### src/rtl/mtimer_pkg.sv
package mtimer_pkg;

  // Which software port the build decodes.
  typedef enum logic {
    MAP_MEM = 1'b0,
    MAP_CSR = 1'b1
  } map_e;

  // Register word picked by the port decoder.
  typedef enum logic [2:0] {
    SEL_NONE   = 3'd0,
    SEL_CNT_LO = 3'd1,
    SEL_CNT_HI = 3'd2,
    SEL_CMP_LO = 3'd3,
    SEL_CMP_HI = 3'd4
  } tsel_e;

endpackage

### src/rtl/mtimer_port_dec.sv
module mtimer_port_dec
  import mtimer_pkg::*;
#(
  parameter map_e                 MAP      = MAP_MEM,
  parameter int unsigned          ADDR_W   = 32,
  parameter int unsigned          CSR_W    = 12,
  parameter logic [ADDR_W-1:0]    CNT_BASE = 32'h0200_BFF8,
  parameter logic [ADDR_W-1:0]    CMP_BASE = 32'h0200_4000,
  parameter logic [CSR_W-1:0]     CSR_BASE = 12'h7C0
) (
  input  logic [ADDR_W-1:0] mem_addr,
  input  logic              mem_we,
  input  logic              mem_re,
  input  logic [CSR_W-1:0]  csr_num,
  input  logic              csr_we,
  input  logic              csr_re,
  output tsel_e             sel,
  output logic              wr,
  output logic              rd
);

  localparam int unsigned WORD_BYTES = 4;

  // Address of the high word, one 32-bit word above the low word.
  function automatic logic [ADDR_W-1:0] hi_addr(input logic [ADDR_W-1:0] lo);
    return lo + ADDR_W'(WORD_BYTES);
  endfunction

  function automatic tsel_e mem_decode(input logic [ADDR_W-1:0] a);
    if (a == CNT_BASE)               return SEL_CNT_LO;
    else if (a == hi_addr(CNT_BASE)) return SEL_CNT_HI;
    else if (a == CMP_BASE)          return SEL_CMP_LO;
    else if (a == hi_addr(CMP_BASE)) return SEL_CMP_HI;
    else                             return SEL_NONE;
  endfunction

  function automatic tsel_e csr_decode(input logic [CSR_W-1:0] n);
    if (n == CSR_BASE)                        return SEL_CNT_LO;
    else if (n == CSR_BASE + CSR_W'(1))       return SEL_CNT_HI;
    else if (n == CSR_BASE + CSR_W'(2))       return SEL_CMP_LO;
    else if (n == CSR_BASE + CSR_W'(3))       return SEL_CMP_HI;
    else                                      return SEL_NONE;
  endfunction

  generate
    if (MAP == MAP_MEM) begin : g_mem
      logic unused_csr_bits;
      assign unused_csr_bits = ^{csr_num, csr_we, csr_re};
      assign sel = mem_decode(mem_addr);
      assign wr  = mem_we;
      assign rd  = mem_re;
    end else begin : g_csr
      logic unused_mem_bits;
      assign unused_mem_bits = ^{mem_addr, mem_we, mem_re};
      assign sel = csr_decode(csr_num);
      assign wr  = csr_we;
      assign rd  = csr_re;
    end
  endgenerate

endmodule

### src/rtl/mtimer_count.sv
module mtimer_count #(
  parameter int unsigned DATA_W = 32
) (
  input  logic                clk,
  input  logic                rst_n,
  input  logic                tick_en,
  input  logic                wr_lo,
  input  logic                wr_hi,
  input  logic [DATA_W-1:0]   wdata,
  output logic [2*DATA_W-1:0] count,
  output logic                commit,
  output logic [1:0]          staged
);

  localparam int unsigned TW = 2 * DATA_W;

  logic              lo_pend, hi_pend;
  logic [DATA_W-1:0] lo_buf, hi_buf;
  logic [TW-1:0]     load_val;

  function automatic logic [TW-1:0] bump(input logic [TW-1:0] v);
    return v + TW'(1);
  endfunction

  // The second half completes the pair, whichever half it is.
  always_comb begin
    commit   = (wr_lo && hi_pend) || (wr_hi && lo_pend);
    load_val = {(wr_hi ? wdata : hi_buf), (wr_lo ? wdata : lo_buf)};
  end

  always_ff @(posedge clk) begin
    if (!rst_n) begin
      count   <= '0;
      lo_pend <= 1'b0;
      hi_pend <= 1'b0;
      lo_buf  <= '0;
      hi_buf  <= '0;
    end else if (commit) begin
      count   <= load_val;
      lo_pend <= 1'b0;
      hi_pend <= 1'b0;
    end else begin
      if (tick_en) count <= bump(count);
      if (wr_lo) begin
        lo_buf  <= wdata;
        lo_pend <= 1'b1;
      end
      if (wr_hi) begin
        hi_buf  <= wdata;
        hi_pend <= 1'b1;
      end
    end
  end

  assign staged = {hi_pend, lo_pend};

endmodule

### src/rtl/mtimer_compare.sv
module mtimer_compare #(
  parameter int unsigned DATA_W = 32
) (
  input  logic                clk,
  input  logic                rst_n,
  input  logic                wr_lo,
  input  logic                wr_hi,
  input  logic [DATA_W-1:0]   wdata,
  input  logic [2*DATA_W-1:0] count,
  output logic [2*DATA_W-1:0] cmp,
  output logic                irq
);

  localparam int unsigned TW = 2 * DATA_W;

  // Unsigned "deadline reached" test.
  function automatic logic reached(input logic [TW-1:0] now, input logic [TW-1:0] dl);
    return now >= dl;
  endfunction

  always_ff @(posedge clk) begin
    if (!rst_n) begin
      cmp <= '1;
    end else begin
      if (wr_lo) cmp[DATA_W-1:0]  <= wdata;
      if (wr_hi) cmp[TW-1:DATA_W] <= wdata;
    end
  end

  assign irq = reached(count, cmp);

endmodule

### src/rtl/mtimer_top.sv
module mtimer_top
  import mtimer_pkg::*;
#(
  parameter map_e              MAP      = MAP_MEM,
  parameter int unsigned       DATA_W   = 32,
  parameter int unsigned       ADDR_W   = 32,
  parameter int unsigned       CSR_W    = 12,
  parameter logic [ADDR_W-1:0] CNT_BASE = 32'h0200_BFF8,
  parameter logic [ADDR_W-1:0] CMP_BASE = 32'h0200_4000,
  parameter logic [CSR_W-1:0]  CSR_BASE = 12'h7C0
) (
  input  logic              clk,
  input  logic              rst_n,
  input  logic              tick_en,
  input  logic [ADDR_W-1:0] mem_addr,
  input  logic [DATA_W-1:0] mem_wdata,
  input  logic              mem_we,
  input  logic              mem_re,
  output logic [DATA_W-1:0] mem_rdata,
  input  logic [CSR_W-1:0]  csr_num,
  input  logic [DATA_W-1:0] csr_wdata,
  input  logic              csr_we,
  input  logic              csr_re,
  output logic [DATA_W-1:0] csr_rdata,
  output logic              timer_irq
);

  localparam int unsigned TW = 2 * DATA_W;

  tsel_e             sel;
  logic              wr, rd;
  logic [DATA_W-1:0] wdata;
  logic [DATA_W-1:0] rd_word;
  logic [TW-1:0]     count, cmp;
  logic              commit;
  logic [1:0]        staged;
  logic              cnt_wr_lo, cnt_wr_hi, cmp_wr_lo, cmp_wr_hi;

  mtimer_port_dec #(
    .MAP      (MAP),
    .ADDR_W   (ADDR_W),
    .CSR_W    (CSR_W),
    .CNT_BASE (CNT_BASE),
    .CMP_BASE (CMP_BASE),
    .CSR_BASE (CSR_BASE)
  ) dec_i (
    .mem_addr (mem_addr),
    .mem_we   (mem_we),
    .mem_re   (mem_re),
    .csr_num  (csr_num),
    .csr_we   (csr_we),
    .csr_re   (csr_re),
    .sel      (sel),
    .wr       (wr),
    .rd       (rd)
  );

  assign cnt_wr_lo = wr && (sel == SEL_CNT_LO);
  assign cnt_wr_hi = wr && (sel == SEL_CNT_HI);
  assign cmp_wr_lo = wr && (sel == SEL_CMP_LO);
  assign cmp_wr_hi = wr && (sel == SEL_CMP_HI);

  mtimer_count #(.DATA_W(DATA_W)) cnt_i (
    .clk     (clk),
    .rst_n   (rst_n),
    .tick_en (tick_en),
    .wr_lo   (cnt_wr_lo),
    .wr_hi   (cnt_wr_hi),
    .wdata   (wdata),
    .count   (count),
    .commit  (commit),
    .staged  (staged)
  );

  mtimer_compare #(.DATA_W(DATA_W)) cmp_i (
    .clk     (clk),
    .rst_n   (rst_n),
    .wr_lo   (cmp_wr_lo),
    .wr_hi   (cmp_wr_hi),
    .wdata   (wdata),
    .count   (count),
    .cmp     (cmp),
    .irq     (timer_irq)
  );

  // Live word selected by the decoder; zero for unmapped words.
  function automatic logic [DATA_W-1:0] pick_word(input tsel_e s,
                                                  input logic [TW-1:0] c,
                                                  input logic [TW-1:0] m);
    case (s)
      SEL_CNT_LO: return c[DATA_W-1:0];
      SEL_CNT_HI: return c[TW-1:DATA_W];
      SEL_CMP_LO: return m[DATA_W-1:0];
      SEL_CMP_HI: return m[TW-1:DATA_W];
      default:    return '0;
    endcase
  endfunction

  assign rd_word = rd ? pick_word(sel, count, cmp) : '0;

  generate
    if (MAP == MAP_MEM) begin : g_out_mem
      logic unused_csr_wdata;
      assign unused_csr_wdata = ^csr_wdata;
      assign wdata     = mem_wdata;
      assign mem_rdata = rd_word;
      assign csr_rdata = '0;
    end else begin : g_out_csr
      logic unused_mem_wdata;
      assign unused_mem_wdata = ^mem_wdata;
      assign wdata     = csr_wdata;
      assign csr_rdata = rd_word;
      assign mem_rdata = '0;
    end
  endgenerate

endmodule

### config.mk
export PLATFORM = sky130hd
export DESIGN_NAME = mtimer_top
export DESIGN_NICKNAME = d
export VERILOG_FILES = /design/src/rtl/mtimer_pkg.sv /design/src/rtl/mtimer_port_dec.sv /design/src/rtl/mtimer_count.sv /design/src/rtl/mtimer_compare.sv /design/src/rtl/mtimer_top.sv
export SDC_FILE = /design/constraint.sdc
export NUM_CORES = 1
export LEC_CHECK = 0
export ABC_AREA = 1
export BUFFER_PORTS_ARGS = -buffer_cell sky130_fd_sc_hd__buf_4
export CAP_MARGIN = 30
export CORE_MARGIN = 4
export CORE_UTILIZATION = 30
export CTS_CLUSTER_SIZE = 8
export DETAILED_ROUTE_END_ITERATION = 6
export GPL_TIMING_DRIVEN = 1
export PLACE_DENSITY = 0.45
export SLEW_MARGIN = 30
export SYNTH_ARGS = -nofsm -noshare
export SYNTH_HDL_FRONTEND = slang
export SYNTH_SLANG_ARGS = --single-unit
### constraint.sdc
create_clock -name clk -period 4.25 [get_ports clk]
set_input_delay 0.85 -clock clk [delete_from_list [all_inputs] [get_ports clk]]
set_output_delay 0.85 -clock clk [all_outputs]
set_load 0.1 [all_outputs]
Yosys cells after proc, flatten, opt, wreduce, memory -nomap -nowiden. Index checks and enable logic that the tools add are counted.

$lt $le $gt $ge: 1. Reductions and logical operators: 9. Muxes and demuxes: 10. Add/subtract/negate cells: 1. Eq/ne operators: 8. Bitwise logic cells: 1.

Operators by type and width (count): 32-bit by 26-bit == test with 1-bit output (second input constant) (4); 64-bit 2-to-1 mux (2); 32-bit one-hot mux with 4 select lines (1); 32-bit 2-to-1 mux (3); 64-bit by 1-bit adder with 64-bit output (second input constant) (1); 64-bit greater-or-equal comparator (1); 3-bit 2-to-1 mux (4); 3-bit by 2-bit == test with 1-bit output (second input constant) (2); 1-bit logical AND (6); 3-bit by 1-bit == test with 1-bit output (second input constant) (1); 3-bit == test (second input constant) (1); 2-bit nonzero test (1); 2-bit OR reduction (1); 1-bit logical OR (1); 1-bit inverter (1).

Bits of input ports: 115. Flip-flop bits (word level): 194. Logic and storage cells: 37. Output and inout bits: 65.

Longest topological paths before layout. Gate-level depths: netlist of run 1.

Depth after elaboration: 10. Gate-level depth with buffers: 14. Mapped depth without buffers: 13.

Modules after synthesis. From an unflattened synthesis of run 1, not the netlist that was laid out.

Cells, all modules: 2190. Area total of the unflattened synthesis: 13679.4 µm².

By module, submodules not included: mtimer_count (area an instance 7757.4 µm², instances 1, seq. area each 2602.5 µm², cells an instance 1275); mtimer_compare (area an instance 3836.2 µm², instances 1, seq. area each 1281.2 µm², cells an instance 493); mtimer_top (area an instance 1751.7 µm², instances 1, seq. area each 0.0 µm², cells an instance 339); mtimer_port_dec (area an instance 334.1 µm², instances 1, seq. area each 0.0 µm², cells an instance 83).

Least setup slack after synthesis of run 1. Ideal clock, no wire load.

Kind: input to output. From: in mem_addr[24]. To: out mem_rdata[16]. Path buffers: 2. Data required time: 3.400 ns. Arrival: 3.258 ns. Path slack: 0.142 ns. Cell stages on the path: 13. Path through: inv_1 > nand2_1 > nor2_1 > nand2_1 > nor2_2 > buf_4 > nand2_2 > inv_2 > buf_2 > nand2_1 > o211ai_1 > nor2_1 > nor2_1.

Longest elaborated chain between the ends: 8. Elaborated cells between the ends (all ways): 14. Those cells by class: eq/ne (8); mux (6).

Ends and longest elaborated chain: start: declaration (line mtimer_top.sv:15) `input logic [ADDR_W-1:0] mem_addr,`; 32-bit by 26-bit == test with 1-bit output (line mtimer_port_dec.sv:33) `else if (a == hi_addr(CMP_BASE)) return SEL_CMP_HI;`; 3-bit 2-to-1 mux (line mtimer_port_dec.sv:33); 3-bit 2-to-1 mux (line mtimer_port_dec.sv:32) `else if (a == CMP_BASE) return SEL_CMP_LO;`; 3-bit 2-to-1 mux (line mtimer_port_dec.sv:31) `else if (a == hi_addr(CNT_BASE)) return SEL_CNT_HI;`; 3-bit 2-to-1 mux * (line mtimer_port_dec.sv:30) `if (a == CNT_BASE) return SEL_CNT_LO;`; 3-bit == test, or another cell as far along (line mtimer_top.sv:90) `case (s)`; 32-bit one-hot mux with 4 select lines * (line mtimer_top.sv:90); 32-bit 2-to-1 mux * (line mtimer_top.sv:99) `assign rd_word = rd ? pick_word(sel, count, cmp) : '0;`; end: declaration (line mtimer_top.sv:19) `output logic [DATA_W-1:0] mem_rdata,`.

Every way passes the cells marked *; elsewhere a longest branch is shown, timed or not.

Worst setup path in the final report of run 1.
From: in mem_addr[31]. To: out mem_rdata[1].

The elaborated chain is that of the path after synthesis.

==> flow_summary.json, run 1 <==
{
  "slew_headroom": 0.454,
  "dr.pass1.iters": 6,
  "viasPerCell": 5.02,
  "numCtsBuffers": 17,
  "endpoint_kind": "output pin",
  "antenna-diode-count": 0,
  "fp.dieArea_um2": 47100,
  "fin_ws_ns": 0.363,
  "worst-path-buf-inv": 5,
  "netlist_area_um2": 13100,
  "cts.clk_slew.worst_paths_ns": 0.07,
  "setup_tns_ns": 0,
  "final_common_cell": "nand2_1",
  "start_util": 0.304,
  "coreArea_um2": 43100,
  "timing.critical_path.required_ns": 3.40,
  "vias": 13900,
  "power.leakage_nw": 7.15,
  "crit_arrival_ns": 3.04,
  "hold_class": "reg -> reg",
  "cts_setup_buffers": 0,
  "insertion_delay_ns": 0.47,
  "dp_slack_ns": 0.350,
  "irDropWorstVdd_mv": 0.239,
  "max_stage_delay_ns": 0.31,
  "hold_buffers": 0,
  "slew_violations": 0,
  "drv_cap": 0,
  "cts_root_buffer": "clkbuf_16",
  "outcome": "finished, final reports clean",
  "ys_async_sr_fraction": 0,
  "place.gp.congestion": 0.998,
  "fin_skew_ns": 0.0128,
  "grt_pass1_vias": 13200,
  "fmax_ghz": 0.257,
  "powerDensity_nw_per_um2": 264,
  "finalCoreUtilization": 0.346,
  "path_cells": "buf_4 -> inv_1 -> nand2_1 -> nor2_1 -> nand2_1 -> nor2_2 -> nand2_2 -> inv_2 -> nor2_1 -> nand3_1 -> nand2_2 -> buf_4 -> nor2_1 -> buf_4",
  "wl_mm": 55.8,
  "portBuffers": 101,
  "final_cell_mix": "nand2_1, nor2_1, inv_1",
  "yosysUniqueCellTypes": 38,
  "synthFlopType": "dfxtp_1",
  "timing_worst_setup_path_type": "in -> out",
  "fin_hold_ws_ns": 0.464,
  "worst_setup_path_start_kind": "input port",
  "ant_nets": 0,
  "synth_edf_count": 0,
  "critPathTopFamily": "simple AND/OR/NAND/NOR gates",
  "fp.dieW_um": 217,
  "die_h_um": 217,
  "final.fill_count": 4794,
  "synth.avg_cell_area_um2": 6.19,
  "yosysWarnings": 0,
  "area_growth_pct": 13.9,
  "cts.sinks": 194,
  "ys_ff_latch": 194,
  "grt_first_pass_wirelength_mm": 83.6,
  "io-pin-count": 180,
  "grt_antenna_before_repair": 1,
  "htreeDepth": 4,
  "rsz0062_at_grt": "no",
  "post-route-period-util": 0.915,
  "grt_max_degree": 50,
  "synth_seq_area_share": 0.297,
  "drive_gt1_frac": 0.0943,
  "grtUsageTotal": 0.235,
  "wl_per_cell_um": 20.2,
  "cts_tree": "built",
  "gr-total-overflow": 0,
  "drt_drc_violations_left": 0,
  "final_hold_viol_count": 0,
  "crit_path_max_fanout": 32,
  "fp-row-count": 76,
  "cts_buffer_depth": 2,
  "hpwl_mm": 43.2,
  "crit_slowest_cell": "buf_4",
  "synthCells": 2116,
  "nets": 2352,
  "drtIter0Drc": 1021,
  "tightestPinTransition_ns": 0.820,
  "min_period_ns": 3.89,
  "post_cts_resized": 0,
  "setup_viol": 0
}
==> worst reg2reg max path, stage by stage, from the launching register on <==
cell and delay (ns):
dfxtp_1 0.58, nand2_1 0.13, nor2_1 0.41, nand3_1 0.26, nor2_1 0.22, nand3_2 0.20
nor2_2 0.44, nand2_1 0.13, nand2_1 0.08, nand2_1 0.05, o21ai_1 0.11, inv_1 0.04
==> per-stage QoR <==
stage          std cells  instance area (um^2)  power [mW]
4_1_cts             2770                 14900        3.99
3_5_place_dp        2738                 14300        2.17
2_1_floorplan       2147                 13200        2.08
5_1_grt             2770                 14900        4.07
6_report            2770                 14900        3.93
3_3_place_gp        2738                 14300        2.17
==> where the power goes <==
part           internal (mW)  total (mW)  switching [mW]
Sequential              1.82        1.82         0.00328
Clock                   1.02        1.81           0.785
Combinational         0.0592       0.307           0.248
Total                   2.90        3.93            1.04
==> logic make-up (layout without fill, tap and decap cells) <==
logic type | Yosys count | in the layout | synth area share
flops | 194 | 194 | 0.297
xor+xnor | 20 | 20 | 0.0134
simple gates | 1097 | 1097 | 0.344
buf+inv | 373 | 411 | 0.123
compound gates | 366 | 366 | 0.160
other cells | 1 | 32 | 0.000286
fa+ha+maj | 65 | 65 | 0.0621
==> Yosys cell counts, types with 3 or more instances <==
cell type / instances / area (um^2)
o211ai_1: 75 / 563
buf_4: 36 / 270
inv_1: 240 / 901
xnor2_1: 4 / 35.0
nand4_1: 36 / 225
nand2_1: 609 / 2290
o22ai_1: 16 / 100
nand2_2: 9 / 56.3
buf_1: 7 / 26.3
a211oi_1: 15 / 113
o21ai_0: 84 / 420
nor2_4: 5 / 56.3
inv_2: 6 / 22.5
o21ai_1: 35 / 175
buf_2: 31 / 155
nor2_2: 15 / 93.8
nor3_1: 60 / 300
dfxtp_1: 194 / 3880
nor2_1: 282 / 1060
ha_1: 65 / 813
clkbuf_1: 47 / 176
buf_6: 5 / 56.3
nand3_2: 3 / 30.0
xor2_1: 16 / 140
a21oi_1: 136 / 681
nand3_1: 73 / 365
==> flip-flops by register name, indices dropped and copies added, names as in the netlist <==
register and flops:
cnt_i.count 64, cnt_i.hi_pend 1, cnt_i.hi_buf 32, cnt_i.lo_pend 1, cnt_i.lo_buf 32, cmp_i.cmp 64
==> routing by layer <==
metal / share of wire / track usage / up-vias
met5: 0.00023 / 0 / -
met4: 0.027 / 0.0770 / 2
met3: 0.053 / 0.0285 / 73
met2: 0.44 / 0.368 / 437
met1: 0.48 / 0.338 / 6526
li1: - / - / 6881
==> cell type report <==
cell class                 count  area, um^2  share of cell area
inverter                     247         932              0.0625
timing repair buffer         132        1020              0.0681
sequential                   194        3880               0.260
tap                          585         732              0.0491
multi-input combinational   1580        7720               0.517
clock buffer                  20         457              0.0306
clock inverter                12         179              0.0120
==> final timing paths <==
path                                startpoint                            to  slack, ns  cells past startpoint
hold / removal    cnt_i.hi_buf[4]$_SDFFE_PN0N_  cnt_i.hi_buf[4]$_SDFFE_PN0N_       0.46                      2
hold reg to reg   cnt_i.hi_buf[4]$_SDFFE_PN0N_  cnt_i.hi_buf[4]$_SDFFE_PN0N_       0.46                      2
setup / recovery                  mem_addr[31]                  mem_rdata[1]       0.36                     14
setup reg to reg  cnt_i.count[23]$_SDFFE_PN0P_  cnt_i.count[46]$_SDFFE_PN0P_       1.49                     11
No activity file was read; power rests on OpenSTA's default activity.
==> run 2: changes to the inputs <==
Settings changed: BUFFER_PORTS_ARGS -buffer_cell sky130_fd_sc_hd__buf_4 to -buffer_cell sky130_fd_sc_hd__buf_2.
==> run 2 against run 1 <==
  * Cell count down 0.22%
  * Sequential share of layout area is 0.12 points lower
  * Via count down 0.83%
  * Non-clock buffer count decreased by 3
  * Worst setup slack worse by 0.14 ns
  * Combinational power is 6% lower
  * Total power decreased by 7.4%
  * Largest power group unchanged
  * Final area rose by 0.45%
  * Register-to-register slack barely moved
  * First-iteration DRC count is 2.4% lower
  * Wire length decreased by 0.81%
==> flow_summary.json, run 2 (synthesized netlist as in run 1, its figures left out) <==
{
  "drv_cap": 0,
  "htreeDepth": 4,
  "irDropWorstVdd_mv": 0.237,
  "place.gp.congestion": 0.951,
  "grt_antenna_before_repair": 1,
  "gr-total-overflow": 0,
  "dp_slack_ns": 0.247,
  "outcome": "finished, final reports clean",
  "start_util": 0.304,
  "cts_tree": "built",
  "drive_gt1_frac": 0.0895,
  "top_regs": "cmp_i.cmp (64), cnt_i.count (64)",
  "fin_skew_ns": 0.0127,
  "fp.dieArea_um2": 47100,
  "vias": 13800,
  "hpwl_mm": 41.6,
  "cts.clk_slew.worst_paths_ns": 0.07,
  "final_hold_viol_count": 0,
  "worst_setup_path_start_kind": "input port",
  "max_stage_delay_ns": 0.44,
  "nets": 2349,
  "grt_pass1_vias": 13100,
  "crit_slowest_cell": "o21ai_0",
  "insertion_delay_ns": 0.48,
  "crit_path_max_fanout": 32,
  "grtUsageTotal": 0.233,
  "wl_mm": 55.4,
  "fin_ws_ns": 0.223,
  "cp_common_cell": "nand2_1",
  "portBuffers": 101,
  "multiInputGateArea_um2": 7720,
  "seq_area_um2": 3880,
  "rsz0062_at_grt": "no",
  "slew_headroom": 0.392,
  "power.leakage_nw": 7.09,
  "die_h_um": 217,
  "io-pin-count": 180,
  "hold_class": "reg -> reg",
  "setup_tns_ns": 0,
  "numCtsBuffers": 17,
  "timing.critical_path.required_ns": 3.40,
  "fmax_ghz": 0.248,
  "hold_buffers": 0,
  "post_cts_resized": 0,
  "cts_root_buffer": "clkbuf_16",
  "dr.pass1.iters": 5,
  "drtIter0Drc": 996,
  "crit_arrival_ns": 3.18,
  "min_period_ns": 4.03,
  "fin_hold_ws_ns": 0.465,
  "final.fill_count": 4793,
  "wl_per_cell_um": 20.0,
  "post-route-period-util": 0.948,
  "fp.dieW_um": 217,
  "endpoint_kind": "output pin",
  "fp-row-count": 76,
  "cts_setup_buffers": 0,
  "ant_nets": 0,
  "drt_drc_violations_left": 0,
  "path_cells": "buf_2 -> inv_1 -> nand2_1 -> nor2_1 -> nand2_1 -> nor2_2 -> buf_4 -> nand2_1 -> buf_4 -> o21ai_0 -> nor3_1 -> nor2_1 -> buf_12",
  "timing_worst_setup_path_type": "in -> out",
  "powerDensity_nw_per_um2": 243,
  "area_growth_pct": 14.4,
  "tightestPinTransition_ns": 0.911,
  "antenna-diode-count": 0,
  "setup_viol": 0,
  "cts.sinks": 194,
  "grt_max_degree": 67,
  "slew_violations": 0,
  "final_cell_mix": "nand2_1, nor2_1, inv_1",
  "final_common_cell": "nand2_1",
  "viasPerCell": 4.99,
  "cts_buffer_depth": 2,
  "grt_first_pass_wirelength_mm": 82.6,
  "finalCoreUtilization": 0.348,
  "coreArea_um2": 43100
}
==> run 2: cell types whose count changed in the layout (fill, tap and decap cells not counted), sizes merged <==
cell | before | now
bufinv | 4 | 0
clkbuf | 20 | 24
buf | 132 | 129
clkinv | 6 | 3
clkinvlp | 0 | 2
inv | 249 | 247
==> run 2: routing by layer <==
metal	GRT usage	share of wire
met1	0.328	0.48
met2	0.369	0.45
met3	0.0356	0.053
met4	0.0657	0.022
met5	0	0
==> run 2: metrics by stage <==
| step | total power [mW] | cells | instance area (um^2) |
|---|---|---|---|
| after global placement | 2.15 | 2735 | 14500 |
| after detailed placement | 2.15 | 2735 | 14500 |
| after floorplan | 2.08 | 2147 | 13200 |
| after global routing | 3.75 | 2764 | 15000 |
| after CTS | 3.67 | 2764 | 15000 |
| final | 3.64 | 2764 | 15000 |
==> run 2: cell type report <==
class / instances / area share
clock inverters: 5 / 0.00225
flip-flops and latches: 194 / 0.259
well taps: 585 / 0.0488
inverters: 247 / 0.0622
multi-input cells: 1580 / 0.515
repair buffers: 129 / 0.0816
clock buffers: 24 / 0.0308
==> run 2: path summary, 6_finish.rpt <==
check	from	endpoint	slack [ns]	cells past startpoint
setup / recovery	mem_addr[22]	mem_rdata[31]	0.22	13
hold / removal	cnt_i.hi_buf[31]$_SDFFE_PN0N_	cnt_i.hi_buf[31]$_SDFFE_PN0N_	0.47	2
setup reg to reg	cnt_i.count[23]$_SDFFE_PN0P_	cnt_i.count[54]$_SDFFE_PN0P_	1.50	11
hold reg to reg	cnt_i.hi_buf[31]$_SDFFE_PN0N_	cnt_i.hi_buf[31]$_SDFFE_PN0N_	0.47	2
==> run 2: worst max-delay path, delay by kind of cell <==
family	cells	cell delay, ns
AOI/OAI and AO/OA	1	0.44
buffers and inverters	5	0.89
and+or+nand+nor	7	0.99
==> run 2: power by group <==
part | switching (mW) | total (mW) | internal, mW
Clock | 0.777 | 1.53 | 0.753
Sequential | 0.00333 | 1.82 | 1.82
Combinational | 0.245 | 0.289 | 0.0432
